--- src/rtl/dsm_pkg.sv ---
package dsm_pkg;

   typedef enum logic [0:0] {
      DSM_DITHER_OFF  = 1'b0,
      DSM_DITHER_TPDF = 1'b1
   } dsm_dither_e;

   // Feedback tap mask for a maximal-length Fibonacci LFSR of width w.
   function automatic logic [63:0] lfsr_mask(input int w);
      case (w)
         16:      return 64'h0000_0000_0000_D008;
         23:      return 64'h0000_0000_0042_0000;
         31:      return 64'h0000_0000_4800_0000;
         default: return 64'h0;
      endcase
   endfunction

endpackage

--- src/rtl/dsm_lfsr.sv ---
module dsm_lfsr #(
   parameter int          LW    = 23,
   parameter int unsigned SEED  = 1,
   parameter int          OUT_W = 16
) (
   input  logic             clk,
   input  logic             rst,
   input  logic             adv,
   output logic [OUT_W-1:0] top_o
);
   localparam logic [LW-1:0] MASK = LW'(dsm_pkg::lfsr_mask(LW));
   localparam logic [LW-1:0] INIT = LW'(SEED);

   if (MASK == '0) begin : g_bad_len
      $error("dsm_lfsr: unsupported length");
   end
   if (INIT == '0) begin : g_bad_seed
      $error("dsm_lfsr: seed must be nonzero");
   end
   if (OUT_W > LW) begin : g_bad_out
      $error("dsm_lfsr: output wider than register");
   end

   logic [LW-1:0] st_q;

   always_ff @(posedge clk) begin
      if (rst)      st_q <= INIT;
      else if (adv) st_q <= {st_q[LW-2:0], ^(st_q & MASK)};
   end

   assign top_o = st_q[LW-1 -: OUT_W];
endmodule

--- src/rtl/dsm_tpdf_dither.sv ---
module dsm_tpdf_dither #(
   parameter int          STEP_SH    = 16,
   parameter int          DITH_ATTEN = 0,
   parameter int unsigned SEED_A     = 32'h0000_2B1D,
   parameter int unsigned SEED_B     = 32'h3C0F_5A01
) (
   input  logic                      clk,
   input  logic                      rst,
   input  logic                      adv,
   output logic signed [STEP_SH:0]   dith_o
);
   localparam int UW = STEP_SH - DITH_ATTEN;

   if (UW < 2) begin : g_bad_atten
      $error("dsm_tpdf_dither: attenuation leaves too few bits");
   end

   logic [UW-1:0]  ua, ub;
   logic signed [UW:0] tri_sum;

   dsm_lfsr #(.LW(23), .SEED(SEED_A), .OUT_W(UW)) u_src_a (
      .clk(clk), .rst(rst), .adv(adv), .top_o(ua));
   dsm_lfsr #(.LW(31), .SEED(SEED_B), .OUT_W(UW)) u_src_b (
      .clk(clk), .rst(rst), .adv(adv), .top_o(ub));

   // Two independent uniforms of span +-2^(UW-1): their sum is triangular.
   always_comb begin
      tri_sum = (UW+1)'($signed(ua)) + (UW+1)'($signed(ub));
      dith_o  = (STEP_SH+1)'(tri_sum);
   end
endmodule

--- src/rtl/dsm_quant.sv ---
module dsm_quant #(
   parameter int INT_W    = 24,
   parameter int STEP_SH  = 16,
   parameter int HALF_LVL = 8,
   parameter int CODE_W   = 5
) (
   input  logic signed [INT_W-1:0]   val_i,
   input  logic signed [STEP_SH:0]   dith_i,
   output logic signed [CODE_W-1:0]  lvl_o
);
   localparam int SW = INT_W + 2;
   localparam logic signed [SW-1:0] HALF_STEP = SW'(1) <<< (STEP_SH - 1);
   localparam logic signed [SW-1:0] LIM_P     = SW'(HALF_LVL);
   localparam logic signed [SW-1:0] LIM_N     = -LIM_P;

   if (STEP_SH + 1 > INT_W) begin : g_bad_dw
      $error("dsm_quant: dither wider than integrator");
   end

   logic signed [SW-1:0] sum, rnd;

   always_comb begin
      sum = SW'(val_i) + SW'(dith_i);
      rnd = (sum + HALF_STEP) >>> STEP_SH;
      if (rnd > LIM_P)      lvl_o = CODE_W'(LIM_P);
      else if (rnd < LIM_N) lvl_o = CODE_W'(LIM_N);
      else                  lvl_o = CODE_W'(rnd);
   end
endmodule

--- src/rtl/dsm_sat_integ.sv ---
module dsm_sat_integ #(
   parameter int INT_W = 24,
   parameter int IW    = 26
) (
   input  logic                    clk,
   input  logic                    rst,
   input  logic                    en,
   input  logic signed [IW-1:0]    add_i,
   input  logic signed [IW-1:0]    sub_i,
   output logic signed [INT_W-1:0] acc_o
);
   localparam int SW = IW + 2;
   localparam logic signed [SW-1:0] PMAX = SW'({(INT_W-1){1'b1}});
   localparam logic signed [SW-1:0] NMAX = -PMAX;

   if (IW < INT_W) begin : g_bad_iw
      $error("dsm_sat_integ: operand narrower than accumulator");
   end

   logic signed [SW-1:0]    raw;
   logic signed [INT_W-1:0] nxt;

   always_comb begin
      raw = SW'(acc_o) + SW'(add_i) - SW'(sub_i);
      if (raw > PMAX)      nxt = INT_W'(PMAX);
      else if (raw < NMAX) nxt = INT_W'(NMAX);
      else                 nxt = INT_W'(raw);
   end

   always_ff @(posedge clk) begin
      if (rst)     acc_o <= '0;
      else if (en) acc_o <= nxt;
   end
endmodule

--- src/rtl/dsm17_mod.sv ---
module dsm17_mod #(
   parameter int                  IN_W        = 20,
   parameter int                  HALF_LVL    = 8,
   parameter int                  INT_W       = 24,
   parameter dsm_pkg::dsm_dither_e DITHER_MODE = dsm_pkg::DSM_DITHER_TPDF,
   parameter int                  DITH_ATTEN  = 0,
   parameter int unsigned         SEED_A      = 32'h0000_2B1D,
   parameter int unsigned         SEED_B      = 32'h3C0F_5A01,
   localparam int                 LVL_SH      = $clog2(HALF_LVL),
   localparam int                 CODE_W      = LVL_SH + 2
) (
   input  logic                     clk,
   input  logic                     rst,
   input  logic                     smp_stb,
   input  logic [IN_W-1:0]          smp_in,
   output logic signed [CODE_W-1:0] code_out,
   output logic                     code_vld
);
   localparam int STEP_SH = IN_W - 1 - LVL_SH;
   localparam int IW      = INT_W + 2;

   if ((1 << LVL_SH) != HALF_LVL) begin : g_bad_lvl
      $error("dsm17_mod: HALF_LVL must be a power of two");
   end
   if (INT_W < IN_W) begin : g_bad_int
      $error("dsm17_mod: integrators narrower than input");
   end
   if (STEP_SH < 2) begin : g_bad_step
      $error("dsm17_mod: input too narrow for level count");
   end

   logic signed [INT_W-1:0]  i1_q, i2_q;
   logic signed [STEP_SH:0]  dith;
   logic signed [CODE_W-1:0] lvl;
   logic signed [IW-1:0]     x_ext, i1_ext, fb1, fb2;

   if (DITHER_MODE == dsm_pkg::DSM_DITHER_TPDF) begin : g_dith
      dsm_tpdf_dither #(
         .STEP_SH(STEP_SH), .DITH_ATTEN(DITH_ATTEN),
         .SEED_A(SEED_A), .SEED_B(SEED_B)
      ) u_dith (
         .clk(clk), .rst(rst), .adv(smp_stb), .dith_o(dith));
   end else begin : g_nodith
      assign dith = '0;
   end

   dsm_quant #(
      .INT_W(INT_W), .STEP_SH(STEP_SH), .HALF_LVL(HALF_LVL), .CODE_W(CODE_W)
   ) u_quant (
      .val_i(i2_q), .dith_i(dith), .lvl_o(lvl));

   always_comb begin
      x_ext  = IW'($signed(smp_in));
      i1_ext = IW'(i1_q);
      fb1    = IW'(lvl) <<< STEP_SH;
      fb2    = fb1 <<< 1;
   end

   dsm_sat_integ #(.INT_W(INT_W), .IW(IW)) u_int1 (
      .clk(clk), .rst(rst), .en(smp_stb),
      .add_i(x_ext), .sub_i(fb1), .acc_o(i1_q));

   dsm_sat_integ #(.INT_W(INT_W), .IW(IW)) u_int2 (
      .clk(clk), .rst(rst), .en(smp_stb),
      .add_i(i1_ext), .sub_i(fb2), .acc_o(i2_q));

   always_ff @(posedge clk) begin
      if (rst) begin
         code_out <= '0;
         code_vld <= 1'b0;
      end else begin
         code_vld <= smp_stb;
         if (smp_stb) code_out <= lvl;
      end
   end
endmodule

--- config.mk ---
export PLATFORM = sky130hd
export DESIGN_NAME = dsm17_mod
export DESIGN_NICKNAME = d
export VERILOG_FILES = /design/src/rtl/dsm_pkg.sv /design/src/rtl/dsm_lfsr.sv /design/src/rtl/dsm_tpdf_dither.sv /design/src/rtl/dsm_quant.sv /design/src/rtl/dsm_sat_integ.sv /design/src/rtl/dsm17_mod.sv
export SDC_FILE = /design/constraint.sdc
export NUM_CORES = 1
export LEC_CHECK = 0
export BUFFER_PORTS_ARGS = -buffer_cell sky130_fd_sc_hd__buf_2
export CAP_MARGIN = 40
export CORE_ASPECT_RATIO = 0.7
export CORE_MARGIN = 2
export CORE_UTILIZATION = 65
export DETAILED_ROUTE_END_ITERATION = 6
export GPL_ROUTABILITY_DRIVEN = 0
export GPL_TIMING_DRIVEN = 0
export PLACE_DENSITY = 0.83
export SLEW_MARGIN = 20
export SYNTH_ARGS = -nofsm -noshare
export SYNTH_HDL_FRONTEND = slang
export SYNTH_SLANG_ARGS = --single-unit
--- constraint.sdc ---
create_clock -name clk -period 15.6 [get_ports clk]
set_input_delay 3.12 -clock clk [delete_from_list [all_inputs] [get_ports clk]]
set_output_delay 3.12 -clock clk [all_outputs]
set_load 0.01 [all_outputs]
==> reports/results.md, run 1 <==
| Item | Value | Unit |
|:---|:---|:---|
| Wire length of the first global-routing pass | 45.6 | mm |
| Layout Cells excl Fill | 1,578 | - |
| Post-layout nets | 1,561 | - |
| Worst min-delay path startpoint | code_out[1] | - |
| Post-synthesis to final-layout area growth | 7.06 | % |
| Gate count of the mapped netlist | 1,332 | - |
| Die footprint | 0.0173 | mm² |
| Count of different cell masters after synthesis | 79 | - |
| Die Span X | 156 | µm |
| Critical setup path kind | reg -> reg | - |
| Total Routing Usage GR | 0.332 | - |
| Boundary pin count | 29 | - |
| Fmax | 116 | MHz |
| Transition time at the pin with the least slew margin | 0.806 | ns |
| Biggest area consumer among synthesized cells | dfxtp_1 | - |
| Netlist Area Pre-Place | 0.0106 | mm² |
| Post-cts gate resize count | 0 | - |
| Required time at the worst-slack endpoint | 15.90 | ns |
| Total via count after detailed routing | 10,000 | - |
| Share of layout cells above drive strength 1 | 0.0711 | - |
| Class of the worst hold path | reg -> reg | - |
| Most instantiated library cell after synthesis | inv_1 | - |
| Setup fix buffers added after clock tree synthesis | 0 | - |
| Total core area | 0.0157 | mm² |
| Initial standard-cell utilization of the core | 0.673 | - |
| Antenna violations before repair | 0 | - |
| Antenna Diode Count | 0 | - |
| TritonCTS clock tree | built | - |
| Port-buffer cells | 26 | - |
| Clock H-tree levels | 3 | - |
| Number of hold buffers added after cts | 0 | - |
| Share of synthesized area occupied by flip-flops and latches | 0.205 | - |
| Count of flip-flops with a built-in enable after synthesis | 0 | - |
| Total number of yosys warnings | 0 | - |
| Worst slew margin | 0.449 | - |
| Worst slack, placed | 6.84 | ns |
| Number of setup violations in the final report | 0 | - |
| Launching point of the worst reg2reg path | g_dith.u_dith.u_src_b.st_q[30] | - |
| Height of the chip | 111 | µm |
| Clock tree sinks | 108 | - |
| Pins over their slew limit | 0 | - |
| Post-layout worst setup margin | 6.97 | ns |
| Part of the cycle the worst path needs | 0.553 | - |
| Max-cap check violation count | 0 | - |
| Initial drt markers | 1,401 | - |
| Status | complete, no violations | - |
| Mean cell area of the mapped netlist | 7.93 | µm² |
| Data arrival at the endpoint of the critical path | 8.93 | ns |
| Source of the critical timing path | g_dith.u_dith.u_src_b.st_q[30] | - |
| Min cycle time layout | 8.63 | ns |
| Slowest library cell on the worst path | a31oi_1 | - |
| Number of cells in the design after placement | 1,559 | - |
| Worst-case reg-to-reg path depth | 28 | - |
| Portion of synthesized cell area occupied by the leading cell type | 0.205 | - |
| Final Hold Fails | 0 | - |
| Synth cell count leaders | inv_1 (238), ha_1 (129), dfxtp_1 (108), nor2_1 (97), nand2_1 (73) | - |
| Worst Path Max Fanout | 10 | - |
| Vias per cell | 6.35 | - |
| Cell Rows | 38 | - |
| Clock Skew | 0.0113 | ns |
| Total half-perimeter wirelength after legalization and detailed placement | 23.0 | mm |
| Cell types occupying the most area after synthesis | dfxtp_1 (20%), ha_1 (15%), inv_1 (8.5%) | - |
| Mean routed wirelength per cell | 18.4 | µm |
| Largest net degree at the start of global routing | 23 | - |
| Total CTS buffers | 9 | - |
| Launching element type of the critical path | register | - |
| Remaining global-route overflow | 0 | - |
| Detailed-routing iteration count for the pre-antenna-repair pass | 7 | - |
| Clock slew at reported path FFs | 0.08 | ns |
| Peak per-stage delay on the critical path | 0.63 | ns |
| Detailed-route DRC error count | 0 | - |
| Clock insertion delay at the later pin of the skew report | 0.36 | ns |
| Number of synthesized register bits | 108 | - |
| Via count of the first global-routing pass | 8,884 | - |
| Critical Path Sink Type | register | - |
| # fillers | 1,235 | - |
| Root buf cell | clkbuf_16 | - |
| Synth Flop Type | dfxtp_1 | - |
| Final antenna-violating net count | 0 | - |
| Unrepaired setup endpoints after global routing | false | - |
| Setup_tns | 0 | ns |
| Worst Hold Path Cells | 2 | - |
| Synthesized net count | 1,520 | - |
| Total length of routed wires | 29.0 | mm |
| Async SR Flop Fraction | 0 | - |
| Buffer levels on the longest clock path | 2 | - |
## sequential cells by signal (all words and copies together), names as in the netlist
signal / flops
u_int1.acc_o: 24
g_dith.u_dith.u_src_a.st_q: 23
u_int2.acc_o: 24
code_out: 5
g_dith.u_dith.u_src_b.st_q: 31
code_vld: 1
## metrics by stage
step | instance area [µm²] | util | hold WS [ns]
6_report | 11300 | 0.721 | 0.471
5_1_grt | 11300 | 0.721 | 0.479
4_1_cts | 11300 | 0.719 | 0.466
3_5_place_dp | 11000 | 0.699 | 0.451
3_3_place_gp | 10900 | 0.698 | 0.451
2_1_floorplan | 10600 | - | 0.441
## cell type report
| class | instances | area [µm²] | area share |
|---|---|---|---|
| Buffer | 62 | 263 | 0.0232 |
| Clock buffer | 9 | 225 | 0.0199 |
| Clock inverter | 7 | 98.8 | 0.00874 |
| Inverter | 238 | 893 | 0.0790 |
| Multi-Input combinational cell | 924 | 7250 | 0.641 |
| Sequential cell | 108 | 2160 | 0.191 |
| Tap cell | 200 | 250 | 0.0221 |
| Timing Repair Buffer | 30 | 171 | 0.0152 |
## final timing paths
check | endpoint | slack [ns]
worst max-delay path | u_int2.acc_o[17] | 6.97
worst min-delay path | code_out[1] | 0.47
worst max register to register | u_int2.acc_o[17] | 6.97
worst min register to register | code_out[1] | 0.47
## cell usage in the layout (no fill, tap or decap), types with 6 or more instances in the layout
cell and count:
nor3_1 20, o211ai_1 16, a31o_2 7, o21ai_0 46, a31oi_1 17, a21oi_1 70
or4_1 9, nand2_1 73, and3_1 15, a211oi_1 17, nor2b_1 9, a221oi_1 32
dfxtp_1 108, a2111oi_0 7, buf_2 46, buf_1 6, or3_1 10, clkbuf_16 9
a21o_1 29, nor2_1 97, nand3_1 22, and2_1 7, clkbuf_1 35, o21bai_1 7
and4_1 8, xor2_1 16, or2_2 9, mux2i_1 46, o31ai_1 11, o22ai_1 14
ha_1 129, nand4_1 19, nand2b_1 7, xnor2_1 25, o21a_1 16, fa_1 36
inv_1 238
## kinds of logic after synthesis
group / synth area share
muxes: 0.0446
and+or+nand+nor: 0.151
DFF: 0.205
buffers and inverters: 0.109
xor gates and xnor gates: 0.0340
adders and majority gates: 0.221
AOI/OAI and AO/OA: 0.235
## routing by layer
layer / vias to the layer above / global-route usage / share of wire
met5: - / 0.0268 / 0.0019
met4: 2 / 0.0557 / 0.012
met3: 60 / 0.0970 / 0.14
met2: 621 / 0.458 / 0.39
met1: 4565 / 0.510 / 0.46
li1: 4765 / - / -
## critical path, delay by kind of cell (launching register included)
family	cells	cell delay, ns
fa+ha+maj	5	1.87
compound gates	9	2.68
simple gates	7	1.87
flops	1	0.49
buf+inv	6	1.42
xor+xnor	1	0.24
Power of run 1 is left out: the tool's default activity adds up to more than one toggle a clock period on the data nets, which glitch-free logic cannot reach.
==> run 2: changes to the inputs <==
--- a/config.mk
+++ b/config.mk
@@ -9,11 +9,11 @@
 export CAP_MARGIN = 40
 export CORE_ASPECT_RATIO = 0.7
 export CORE_MARGIN = 2
-export CORE_UTILIZATION = 65
+export CORE_UTILIZATION = 58
 export DETAILED_ROUTE_END_ITERATION = 6
 export GPL_ROUTABILITY_DRIVEN = 0
 export GPL_TIMING_DRIVEN = 0
-export PLACE_DENSITY = 0.83
+export PLACE_DENSITY = 0.78
 export SLEW_MARGIN = 20
 export SYNTH_ARGS = -nofsm -noshare
 export SYNTH_HDL_FRONTEND = slang
==> constraint.sdc (replaced) <==
create_clock -name clk -period 7.04 [get_ports clk]
set_input_delay 1.408 -clock clk [delete_from_list [all_inputs] [get_ports clk]]
set_output_delay 1.408 -clock clk [all_outputs]
set_load 0.01 [all_outputs]
==> reports/results.md, run 2 (synthesis gave the netlist of run 1 again) <==
| Item | Value | Unit | vs previous |
|:---|:---|:---|:---|
| Clock tree sinks | 108 | - | unchanged |
| Part of the cycle the worst path needs | 1.01 | - | +0.460 |
| Number of hold buffers added after cts | 0 | - | unchanged |
| Clock Skew | 0.0180 | ns | +0.00678 ns |
| Total core area | 0.0180 | mm² | +14% |
| Cell Rows | 41 | - | +7.9% |
| Slowest library cell on the worst path | or4b_4 | - |  |
| Launching element type of the critical path | register | - |  |
| Fmax | 140 | MHz | +21% |
| Registers with the most flip-flops | g_dith.u_dith.u_src_b.st_q x31, u_int1.acc_o x24, u_int2.acc_o x24 | - |  |
| Clock H-tree levels | 3 | - | unchanged |
| Critical setup path kind | reg -> reg | - |  |
| Launching point of the worst reg2reg path | u_int2.acc_o[3] | - |  |
| Peak per-stage delay on the critical path | 0.58 | ns | -0.05 ns |
| Critical Path Sink Type | register | - |  |
| Status | finished with violations | - |  |
| Buffer levels on the longest clock path | 2 | - | unchanged |
| Share of layout cells above drive strength 1 | 0.199 | - | +0.128 |
| Register with the most flip-flops | g_dith.u_dith.u_src_b.st_q | - |  |
| Min cycle time layout | 7.13 | ns | -1.50 ns |
| Clock insertion delay at the later pin of the skew report | 0.36 | ns | about the same |
| Area of the multi-input gates | 0.00811 | mm² | +12% |
| Total length of routed wires | 32.7 | mm | +13% |
| Routed met1 length | 14.5 | mm | +9.3% |
| Total Routing Usage GR | 0.323 | - | -0.00913 |
| Worst min-delay path startpoint | code_out[1] | - |  |
| Remaining global-route overflow | 0 | - | unchanged |
| Initial standard-cell utilization of the core | 0.589 | - | -0.0849 |
| Sequential Area | 0.00218 | mm² | +0.81% |
| Data arrival at the endpoint of the critical path | 7.38 | ns | -1.55 ns |
| Pins over their slew limit | 0 | - | unchanged |
| Number of setup violations in the final report | 42 | - | +42 |
| Post-synthesis to final-layout area growth | 19.6 | % |  |
| Source of the critical timing path | u_int2.acc_o[3] | - |  |
| TritonCTS clock tree | built | - |  |
| Required time at the worst-slack endpoint | 7.29 | ns | -8.61 ns |
| Top delay family on crit path | compound AO/OA/AOI/OAI gates | - |  |
| Height of the chip | 117 | µm | +5.6% |
| Detailed route wirelength on metal2 | 13.1 | mm | +17% |
| Antenna violations before repair | 0 | - | unchanged |
| # fillers | 1,397 | - | +13% |
| Most common cell after layout, fill and taps aside | inv_1 | - |  |
| Total CTS buffers | 9 | - | unchanged |
| Total half-perimeter wirelength after legalization and detailed placement | 23.5 | mm | +2.5% |
| Placement Cell Area | 0.0110 | mm² | +0.30% |
| Final Instance Area | 0.0126 | mm² | +12% |
| Clock slew at reported path FFs | 0.08 | ns | about the same |
| Die footprint | 0.0193 | mm² | +12% |
| Final Hold Fails | 0 | - | unchanged |
| Root buf cell | clkbuf_16 | - |  |
| Class of the worst hold path | reg -> reg | - |  |
| Commonest non-fill, non-tap cells in the layout | inv_1 (225), ha_1 (108), dfxtp_1 (98) | - |  |
| Wire length of the first global-routing pass | 48.6 | mm | +6.7% |
| Detailed-routing iteration count for the pre-antenna-repair pass | 7 | - | unchanged |
| Detailed-route DRC error count | 0 | - | unchanged |
| Final antenna-violating net count | 0 | - | unchanged |
| Port-buffer cells | 26 | - | unchanged |
| Transition time at the pin with the least slew margin | 0.849 | ns | +0.0428 ns |
| Worst Path Max Fanout | 6 | - | -4 |
| Die Span X | 165 | µm | +5.7% |
| Post-layout worst setup margin | -0.0897 | ns | -7.06 ns |
| Largest net degree at the start of global routing | 23 | - | unchanged |
| Boundary pin count | 29 | - | unchanged |
| Top layer reached by signal wires | met4 | - |  |
| Post-layout nets | 1,594 | - | +2.1% |
| Vias per cell | 6.35 | - | +0.14% |
| Amount of wire on met3 after detailed routing | 4.06 | mm | +0.20% |
| Via count of the first global-routing pass | 9,404 | - | +5.9% |
| Mean routed wirelength per cell | 19.8 | µm | +7.8% |
| Unrepaired setup endpoints after global routing | true | - |  |
| Max-cap check violation count | 0 | - | unchanged |
| Initial drt markers | 1,465 | - | +4.6% |
| Worst path buffer plus inverter count | 6 | - | unchanged |
| Total via count after detailed routing | 10,500 | - | +4.6% |
| Flip-flop count of the largest register, all copies and words added | 31 | - | unchanged |
| Worst slew margin | 0.429 | - | -0.0195 |
| Failing checks | negative setup slack | - |  |
[run 2: worst paths after layout]
check | to | cells past startpoint | slack (ns)
max | u_int2.acc_o[3] | 28 | -0.09
min | code_out[1] | 2 | 0.46
max reg2reg | u_int2.acc_o[3] | 28 | -0.09
min reg2reg | code_out[1] | 2 | 0.46
[run 2: what timing repair did]
action / CTS / global route
setup endpoints to repair: 48 / 46
gates resized for setup: 122 / 110
pin swaps: 31 / 44
buffers inserted: 22 / 18
gates cloned: 0 / 3
[run 2: stage by stage]
stage / hold WS, ns / worst slack (ns) / instances / setup TNS, ns / utilization
after floorplan: 0.441 / 0.0190 / 1332 / 0 / -
after global placement: 0.445 / -1.52 / 1594 / -62.21 / 0.612
after detailed placement: 0.448 / -1.66 / 1594 / -67.04 / 0.612
after CTS: 0.462 / 0.00395 / 1627 / 0 / 0.667
after global routing: 0.492 / -0.273 / 1647 / -8.83 / 0.704
final: 0.464 / -0.0897 / 1648 / -2.26 / 0.704
[run 2: area by class of cell]
type                    instances  area share
diodes                          1    0.000198
plain buffers                  55      0.0252
clock buffers                   9      0.0178
clock inverters                 7     0.00683
inverters                     238      0.0713
multi-input cells             924       0.641
flip-flops and latches        108       0.172
well taps                     236      0.0234
repair buffers                 70      0.0415
[run 2: worst min-delay path: stages, from the launching register on]
cell     delay, ns
dfxtp_1       0.32
nand2_1       0.05
o31ai_1       0.05
[run 2: layer usage]
metal	up-vias	global-route usage
met5	-	0
li1	4839	-
met2	616	0.468
met3	126	0.0765
met1	4891	0.483
met4	0	0.0764
Power of run 2 is left out for the same reason.
